<file path="config.mk">
export PLATFORM = sky130hd
export DESIGN_NAME = ctlreg_serial_port
export DESIGN_NICKNAME = d
export VERILOG_FILES = /design/src/rtl/ctlreg_pkg.sv /design/src/rtl/ctlreg_edge.sv /design/src/rtl/ctlreg_fsm.sv /design/src/rtl/ctlreg_file.sv /design/src/rtl/ctlreg_serial_port.sv
export SDC_FILE = /design/constraint.sdc
export NUM_CORES = 1
export LEC_CHECK = 0
export ABC_AREA = 1
export BUFFER_PORTS_ARGS = -buffer_cell sky130_fd_sc_hd__buf_2
export CORE_MARGIN = 1.5
export CORE_UTILIZATION = 55
export CTS_BUF_LIST = sky130_fd_sc_hd__clkbuf_8
export DETAILED_ROUTE_END_ITERATION = 7
export GPL_TIMING_DRIVEN = 1
export PLACE_DENSITY = 0.89
export SYNTH_ARGS = -nofsm -noshare
export SYNTH_HDL_FRONTEND = slang
export SYNTH_SLANG_ARGS = --single-unit
export TNS_END_PERCENT = 20
</file>
<file path="constraint.sdc">
create_clock -name clk -period 4.3 [get_ports clk]
set_clock_uncertainty 0.15 [all_clocks]
set_input_delay 0.86 -clock clk [delete_from_list [all_inputs] [get_ports clk]]
set_output_delay 0.86 -clock clk [all_outputs]
set_load 0.01 [all_outputs]
</file>
<file path="src/rtl/ctlreg_pkg.sv">
package ctlreg_pkg;

    // Frame controller states
    typedef enum logic [2:0] {
        ST_IDLE,
        ST_WRITE,
        ST_RADDR,
        ST_RDATA,
        ST_BLOCK
    } port_state_e;

endpackage

</file>
<file path="src/rtl/ctlreg_edge.sv">
module ctlreg_edge (
    input  logic clk,
    input  logic rst_n,
    input  logic dclk,
    output logic rise
);

    logic dclk_q;

    always_ff @(posedge clk or negedge rst_n) begin
        if (!rst_n) begin
            dclk_q <= 1'b0;
        end else begin
            dclk_q <= dclk;
        end
    end

    assign rise = dclk & ~dclk_q;

endmodule

</file>
<file path="src/rtl/ctlreg_fsm.sv">
module ctlreg_fsm
    import ctlreg_pkg::*;
#(
    parameter int ADDR_W = 3,
    parameter int DATA_W = 5
) (
    input  logic              clk,
    input  logic              rst_n,
    input  logic              wr_n,
    input  logic              rd_n,
    input  logic              cdin,
    input  logic              rise,
    input  logic [DATA_W-1:0] rd_value,
    output logic              commit,
    output logic [ADDR_W-1:0] frame_addr,
    output logic [DATA_W-1:0] frame_data,
    output logic [ADDR_W-1:0] rd_addr,
    output logic              cdout,
    output logic              cdout_oe
);

    localparam int FRAME = ADDR_W + DATA_W;
    localparam int CNT_W = $clog2(FRAME + 1);
    localparam logic [CNT_W-1:0] CNT_FULL = CNT_W'(FRAME);
    localparam logic [CNT_W-1:0] CNT_ADDR = CNT_W'(ADDR_W);

    port_state_e       state_q, state_d;
    logic [CNT_W-1:0]  cnt_q;
    logic [FRAME-1:0]  in_q;
    logic [DATA_W-1:0] out_q;
    logic              wr_only, rd_only, both_hi, both_lo;

    assign wr_only = !wr_n &&  rd_n;
    assign rd_only =  wr_n && !rd_n;
    assign both_hi =  wr_n &&  rd_n;
    assign both_lo = !wr_n && !rd_n;

    // Next-state logic
    always_comb begin
        state_d = state_q;
        unique case (state_q)
            ST_IDLE: begin
                if (both_lo)      state_d = ST_BLOCK;
                else if (wr_only) state_d = ST_WRITE;
                else if (rd_only) state_d = ST_RADDR;
            end
            ST_WRITE: begin
                if (!rd_n)        state_d = ST_BLOCK;
                else if (wr_n)    state_d = ST_IDLE;
            end
            ST_RADDR: begin
                if (!wr_n)        state_d = ST_BLOCK;
                else if (rd_n)    state_d = ST_IDLE;
                else if (rise && cnt_q == CNT_ADDR) state_d = ST_RDATA;
            end
            ST_RDATA: begin
                if (!wr_n)        state_d = ST_BLOCK;
                else if (rd_n)    state_d = ST_IDLE;
            end
            ST_BLOCK: begin
                if (both_hi)      state_d = ST_IDLE;
            end
            default:              state_d = ST_IDLE;
        endcase
    end

    // State register
    always_ff @(posedge clk or negedge rst_n) begin
        if (!rst_n) begin
            state_q <= ST_IDLE;
        end else begin
            state_q <= state_d;
        end
    end

    // Shift datapath and edge counter
    always_ff @(posedge clk or negedge rst_n) begin
        if (!rst_n) begin
            cnt_q <= '0;
            in_q  <= '0;
            out_q <= '0;
        end else begin
            unique case (state_q)
                ST_WRITE: begin
                    if (wr_only && rise && cnt_q != CNT_FULL) begin
                        in_q  <= {in_q[FRAME-2:0], cdin};
                        cnt_q <= cnt_q + 1'b1;
                    end
                end
                ST_RADDR: begin
                    if (rd_only && rise) begin
                        if (cnt_q == CNT_ADDR) begin
                            out_q <= rd_value;
                        end else begin
                            in_q <= {in_q[FRAME-2:0], cdin};
                        end
                        cnt_q <= cnt_q + 1'b1;
                    end
                end
                ST_RDATA: begin
                    if (rd_only && rise && cnt_q != CNT_FULL) begin
                        out_q <= {out_q[DATA_W-2:0], 1'b0};
                        cnt_q <= cnt_q + 1'b1;
                    end
                end
                default: begin
                    cnt_q <= '0;
                end
            endcase
        end
    end

    // Outputs
    always_comb begin
        commit     = (state_q == ST_WRITE) && both_hi && (cnt_q == CNT_FULL);
        frame_addr = in_q[FRAME-1 -: ADDR_W];
        frame_data = in_q[DATA_W-1:0];
        rd_addr    = in_q[ADDR_W-1:0];
        cdout_oe   = (state_q == ST_RDATA);
        cdout      = cdout_oe & out_q[DATA_W-1];
    end

endmodule

</file>
<file path="src/rtl/ctlreg_file.sv">
module ctlreg_file #(
    parameter int ADDR_W = 3,
    parameter int DATA_W = 5,
    parameter logic [(2**ADDR_W)-1:0] READ_MASK = 8'b1000_1111,
    parameter int LATCH_REG = 3,
    parameter logic [DATA_W-1:0] LATCH_KEEP = 5'b00011
) (
    input  logic                            clk,
    input  logic                            rst_n,
    input  logic                            we,
    input  logic [ADDR_W-1:0]               waddr,
    input  logic [DATA_W-1:0]               wdata,
    input  logic [ADDR_W-1:0]               raddr,
    output logic [DATA_W-1:0]               rd_value,
    output logic [(2**ADDR_W)*DATA_W-1:0]   regs_flat
);

    localparam int NREG = 2 ** ADDR_W;

    logic [NREG-1:0][DATA_W-1:0] regs_w;

    for (genvar g = 0; g < NREG; g++) begin : g_reg
        localparam logic [DATA_W-1:0] KEEP = (g == LATCH_REG) ? LATCH_KEEP : '1;
        logic [DATA_W-1:0] r_q;

        always_ff @(posedge clk or negedge rst_n) begin
            if (!rst_n) begin
                r_q <= '0;
            end else if (we && waddr == ADDR_W'(g)) begin
                r_q <= wdata & KEEP;
            end
        end

        assign regs_w[g] = r_q;
    end

    assign regs_flat = regs_w;
    assign rd_value  = READ_MASK[raddr] ? regs_w[raddr] : '0;

endmodule

</file>
<file path="src/rtl/ctlreg_serial_port.sv">
module ctlreg_serial_port #(
    parameter int ADDR_W = 3,
    parameter int DATA_W = 5
) (
    input  logic                            clk,
    input  logic                            rst_n,
    input  logic                            dclk,
    input  logic                            wr_n,
    input  logic                            rd_n,
    input  logic                            cdin,
    output logic                            cdout,
    output logic                            cdout_oe,
    output logic [(2**ADDR_W)*DATA_W-1:0]   regs_flat,
    output logic                            latch_out,
    output logic                            sw6_en,
    output logic [DATA_W-1:0]               pwr_en
);

    localparam int NREG      = 2 ** ADDR_W;
    localparam int LATCH_REG = 3;
    localparam int POWER_REG = NREG - 1;

    logic              rise;
    logic              commit;
    logic [ADDR_W-1:0] frame_addr;
    logic [DATA_W-1:0] frame_data;
    logic [ADDR_W-1:0] rd_addr;
    logic [DATA_W-1:0] rd_value;

    ctlreg_edge u_edge (
        .clk   (clk),
        .rst_n (rst_n),
        .dclk  (dclk),
        .rise  (rise)
    );

    ctlreg_fsm #(
        .ADDR_W (ADDR_W),
        .DATA_W (DATA_W)
    ) u_fsm (
        .clk        (clk),
        .rst_n      (rst_n),
        .wr_n       (wr_n),
        .rd_n       (rd_n),
        .cdin       (cdin),
        .rise       (rise),
        .rd_value   (rd_value),
        .commit     (commit),
        .frame_addr (frame_addr),
        .frame_data (frame_data),
        .rd_addr    (rd_addr),
        .cdout      (cdout),
        .cdout_oe   (cdout_oe)
    );

    ctlreg_file #(
        .ADDR_W     (ADDR_W),
        .DATA_W     (DATA_W),
        .READ_MASK  (NREG'(8'b1000_1111)),
        .LATCH_REG  (LATCH_REG),
        .LATCH_KEEP (DATA_W'(3))
    ) u_file (
        .clk       (clk),
        .rst_n     (rst_n),
        .we        (commit),
        .waddr     (frame_addr),
        .wdata     (frame_data),
        .raddr     (rd_addr),
        .rd_value  (rd_value),
        .regs_flat (regs_flat)
    );

    assign latch_out = regs_flat[LATCH_REG*DATA_W];
    assign sw6_en    = regs_flat[LATCH_REG*DATA_W + 1];
    assign pwr_en    = regs_flat[POWER_REG*DATA_W +: DATA_W];

endmodule

</file>
; ---- Word level (Yosys, flattened, before mapping)
; Memory sizes are Yosys's and may differ from the RTL's.
; Cells that the tools add are included.
; W data, S select, Z words.
[totals]
regBits = 58
latchBits = 0
ram_bits = 0
rom_bits = 8
input_bits = 6
out_inout_bits = 49
n_memories = 1
[classes]
n_addsub = 1
mul = 0
n_div = 0
n_lt_le_gt_ge = 1
eq_ne = 24
n_shift = 0
n_mux = 28
n_bitwise = 3
reduce_logical = 29
[memory_table]
columns = memory, words, width, read_ports, rd_ports_with_merged_regs, write_ports, line
row1 = (name not given), 8, 1, 1, 0, 0, ctlreg_file.sv:38  ; assign rd_value = READ_MASK[raddr] ? regs_w[raddr] : '0;
[op_table]
columns = operator, n
row1 = $mux W3, 11
row2 = $mux W5, 5
row3 = $mux W8, 3
row4 = $logic_and A1 B1 Y1, 19
row5 = $pmux W8 S2, 1
row6 = $bmux W5 S3, 1
row7 = $eq A3 B3 Y1 const B, 5
row8 = $pmux W3 S5, 1
row9 = $eq A3 B2 Y1 const B, 4
row10 = $mux W4, 3
row11 = $pmux W4 S3, 1
row12 = $ne A2 B1 Y1 const B, 5
row13 = $pmux W5 S2, 1
row14 = $reduce_and A4 Y1, 2
row15 = $eq A3 B1 Y1 const B, 2
row16 = $logic_not A3 Y1, 2
row17 = $ne A3 B3 Y1 const B, 2
row18 = $reduce_and A5 Y1, 1
row19 = $add A4 B1 Y4 const B, 1
row20 = $eq A4 B2 Y1 const B, 1
row21 = $eq A4 B4 Y1 const B, 1
row22 = $lt A3 B4 Y1 const B, 1
row23 = $ne A4 B1 Y1 const B, 1
row24 = $ne A4 B3 Y1 const B, 1
row25 = 8 further kinds, 11

; ---- Longest topological paths before layout
[depth]
ltp_word = 7
mapped_depth = 10
mapped_depth_nobuf = 10

; ---- Cells and area by module
; From an unflattened synthesis, not the netlist that was laid out.
[hier_totals]
cells_unflattened = 389
area_unflattened_um2 = 3120.5
[modules_own_cells]
columns = mod, instances, cells_per_inst, area_each_um2, seq_area_each_um2
row1 = ctlreg_file, 1, 197, 1646.6, 925.9
row2 = ctlreg_fsm, 1, 182, 1386.3, 500.5
row3 = ctlreg_serial_port, 1, 7, 52.6, 0.0
row4 = ctlreg_edge, 1, 3, 35.0, 25.0

; ---- Worst setup path after synthesis
; No wires, ideal clock.
[synth_timing]
path_kind = input -> register
start = input rd_n
end = register u_fsm.in_q[0]
setup_ns = 0.117
arrival_time_ns = 1.839
path_slack_ns = 2.194
path_stages = 9
n_path_buf = 0
path_cell_list = inv_1 -> ha_1 -> inv_1 -> nor2_1 -> nor2_1 -> a21oi_2 -> nand2_1 -> nand2_1 -> nand2_1
[synth_via]
elab_chain_len = 5
[synth_lines]
columns = element, line
row1 = from (decl), ctlreg_serial_port.sv:9  ; input logic rd_n,
row2 = $logic_and A1 B1 Y1 / $logic_not A1 Y1 (equally long branches), "ctlreg_fsm.sv:33, ctlreg_fsm.sv:34"
row3 = "$logic_and A1 B1 Y1, on equally long branches", "ctlreg_fsm.sv:85, ctlreg_fsm.sv:34"
row4 = "$logic_and A1 B1 Y1, on equally long branches", "ctlreg_fsm.sv:85, ctlreg_fsm.sv:91"
row5 = $ne A2 B1 Y1 (no source line), --
row6 = $reduce_and A4 Y1 (no source line) *, --
row7 = to (signal assigned), ctlreg_fsm.sv:86  ; in_q <= {in_q[FRAME-2:0], cdin};
row8 = to (signal assigned), ctlreg_fsm.sv:95  ; in_q <= {in_q[FRAME-2:0], cdin};
row9 = to (decl), ctlreg_fsm.sv:29  ; logic [FRAME-1:0] in_q;
; Every way passes the cells marked *; elsewhere a longest branch is shown, timed or not.
; A chain may end at the register's enable or synchronous reset.

; ---- Worst setup path after layout
[layout_timing]
start = register u_fsm.state_q[2]
end = output cdout
[layout_via]
elab_chain_len = 2
[layout_lines]
columns = element, line
row1 = from (decl), ctlreg_fsm.sv:27  ; port_state_e state_q, state_d;
row2 = from (signal assigned), ctlreg_fsm.sv:72  ; state_q <= state_d;
row3 = $eq A3 B2 Y1, ctlreg_fsm.sv:119  ; cdout_oe = (state_q == ST_RDATA);
row4 = $and A1 B1 Y1, ctlreg_fsm.sv:120  ; cdout = cdout_oe & out_q[DATA_W-1];
row5 = to (decl), ctlreg_serial_port.sv:11  ; output logic cdout,
; Every way passes these cells.

==> impl_results.md <==
* Outcome: finished clean
* Post_cts resized at 0
* Fin Setup TNS at 0 ns
* F_max at between 300 and 400 MHz
* Sw Share at 38.5%
* Min Tclk post-route at between 2 and 3 ns
* Final hold violations at 0
* Hold_sp: u_fsm.out_q[0]
* Worst EP required at 3.29 ns
* Clock network power share at between 30% and 40%
* Drt wl/cell at around 14 µm
* Syn Inst Count at about 370
* Die X at ~76 µm
* Worst-Skew Late Latency at 0.34 ns
* CTS Sinks at 58
* DR iter-0 viols at between 150 and 200
* Post-CTS Setup Bufs at 0
* Worst Setup SP: u_fsm.state_q[2]
* Fin Hold WS at roughly 0.32 ns
* Number of buffers created by CTS at 9
* Post-route ant nets at 0
* Most common cell after layout, fill and taps aside: nand2_1
* Int Power at between 1 and 1.5 mW
* FF+latch count, synth at between 50 and 60
* Worst path arrival time at 1.64 ns
* DIE AREA at 5770 µm²
* Critical path type: flop to output port
* Sequential cell fraction of total power at 40.5%
* Layout cells sized above 1 at between 20% and 30%
* Worst-path fanout max at 8
* H-tree depth at 3
* Synthesized area at between 2000 and 3000 µm²
* Slew HR at a little under half
* Max-cap violations at 0
* Reg clk slew, reported paths at roughly 0.060 ns
* Total number of vias at approximately 2700
* Cell Area, Placed at between 3000 and 4000 µm²
* Total track usage at between 20% and 30%
* Vias in the first global route at between 2000 and 3000
* Detail Placement HPWL at approximately 4.7 mm
* Routability cong. at 0.857
* Setup violators final at 0
* Worst r2r src: u_fsm.cnt_q[0]
* Area growth from synthesis to layout at 15.9%
* Vias per inst at between 5 and 6
* P_sw at 676 µW
* Cell row count at 26
* Pins Over Slew Limit at 0
* Largest net degree at the start of global routing at 39
* Core Area at roughly 5100 µm²
* Final critical-path share of the clock period at roughly three fifths
* Hold buffers post-CTS at 0
* CTS max path bufs at 2
* Final #Nets at between 400 and 500
* Final Instance Area at between 3000 and 4000 µm²
* Root Driver: clkbuf_8
* Critical Path Sink Type: output port
* Starting density of the core at ~57%
* Yosys cell types at 24
* I/O pin cnt at 55
* Antenna violations before repair at 0
* CTS tree: done
* DR pass1 iterations at 5
* Max VDD drop at 0.239 mV
* Pwr per Cell Area at 518 nW/µm²
* Residual DRC at 0
* CP Launch Type: flop
* Tightest Pin Transition at roughly 0.8 ns
* Leakage at 1.83 nW
* Sequential element share of the synthesized area at between 40% and 50%
* Total grt overflow at 0
* Die height at around 76 µm
* Min-delay worst type: flop to flop
* RSZ-0062 raised after global routing: false
* First-pass GRT wire length at around 12 mm
* YS warnings at 0
* N_diodes at 0
* Final WL at approximately 6.8 mm
* Comb pwr share at 28.8%
* Syn Area/Cell at between 7 and 8 µm²
* IO Port Bufs at 51
* Commonest non-fill, non-tap cells in the layout: 117 x nand2_1, 58 x dfrtp_1, 51 x buf_2, 36 x nor2_1, 32 x inv_1
[Yosys cell counts, drive strengths merged]
cell | count | area, µm²
a21oi | 3 | 18.8
buf | 13 | 92.6
clkbuf | 2 | 7.51
conb | 1 | 3.75
dfrtp | 58 | 1450
ha | 7 | 87.6
inv | 34 | 128
nand2 | 129 | 514
nand3 | 28 | 140
nand3b | 3 | 22.5
nor2 | 39 | 169
nor3 | 2 | 21.3
o211ai | 3 | 22.5
o21ai | 42 | 210
or2 | 3 | 18.8
xor2 | 2 | 17.5
[area by class of cell]
class | count | area, µm²
repair buffers | 52 | 263
inverters | 34 | 128
clock buffers | 9 | 124
multi-input cells | 264 | 1250
fillers | 411 | 1720
flip-flops and latches | 58 | 1450
well taps | 70 | 87.6
clock inverters | 6 | 82.6
[through the flow]
step / worst slack (ns) / total power [mW] / util [%] / std cells
finish: 1.65 / 1.75 / 66.4 / 493
floorplan: 2.19 / 1.08 / - / 371
detailed placement: 1.52 / 1.20 / 62.3 / 478
global route: 1.58 / 1.87 / 66.4 / 493
CTS: 1.65 / 1.75 / 66.4 / 493
global placement: 1.65 / 1.18 / 62.3 / 478
[state kept, by name, indices dropped and copies added, names as in the netlist]
register       cells
u_fsm.out_q        5
u_file.g.r_q      37
u_fsm.in_q         8
u_fsm.cnt_q        4
u_fsm.state_q      3
u_edge.dclk_q      1
[layer usage]
metal | GRT usage, % | share of wire [%] | vias up
met4 | 14.1 | 2.6 | 0
li1 | - | - | 1255
met2 | 43.5 | 49 | 118
met1 | 31.7 | 42 | 1254
met5 | 0 | 0 | -
met3 | 4.10 | 6.1 | 25
[critical path, cell delays in order, from the launching register on]
cell and delay (ns):
dfrtp_1 0.48, inv_2 0.13, nand2_2 0.09, nor2_4 0.18
inv_1 0.16, nor2_1 0.12, buf_2 0.14
[power groups by stage]
stage | Sequential [mW] | Combinational, mW | Clock [mW]
global route | 0.718 | 0.576 | 0.571
detailed placement | 0.714 | 0.489 | 0
floorplan | 0.678 | 0.405 | 0
CTS | 0.706 | 0.498 | 0.544
finish | 0.710 | 0.505 | 0.540
global placement | 0.712 | 0.466 | 0
[final timing paths]
kind	endpoint	slack [ns]	cells after the start
min reg2reg	u_fsm.out_q[0]	0.32	2
max reg2reg	u_fsm.in_q[1]	2.20	8
max	cdout	1.65	6
min	u_fsm.out_q[0]	0.32	2
min in group asynchronous	u_file.g_reg[5].r_q[4]	0.46	1
max in group asynchronous	u_file.g_reg[3].r_q[0]	2.75	2
[cell families after synthesis]
kind of cell / after synthesis / synth area share, %
simple gates: 204 / 30.3
flops: 58 / 49.6
buf+inv: 49 / 7.78
compound gates: 48 / 8.60
fa+ha+maj: 7 / 2.99
xor+xnor: 2 / 0.599
other cells: 1 / 0.128
Note: power is estimated with default switching activity, not from simulation.
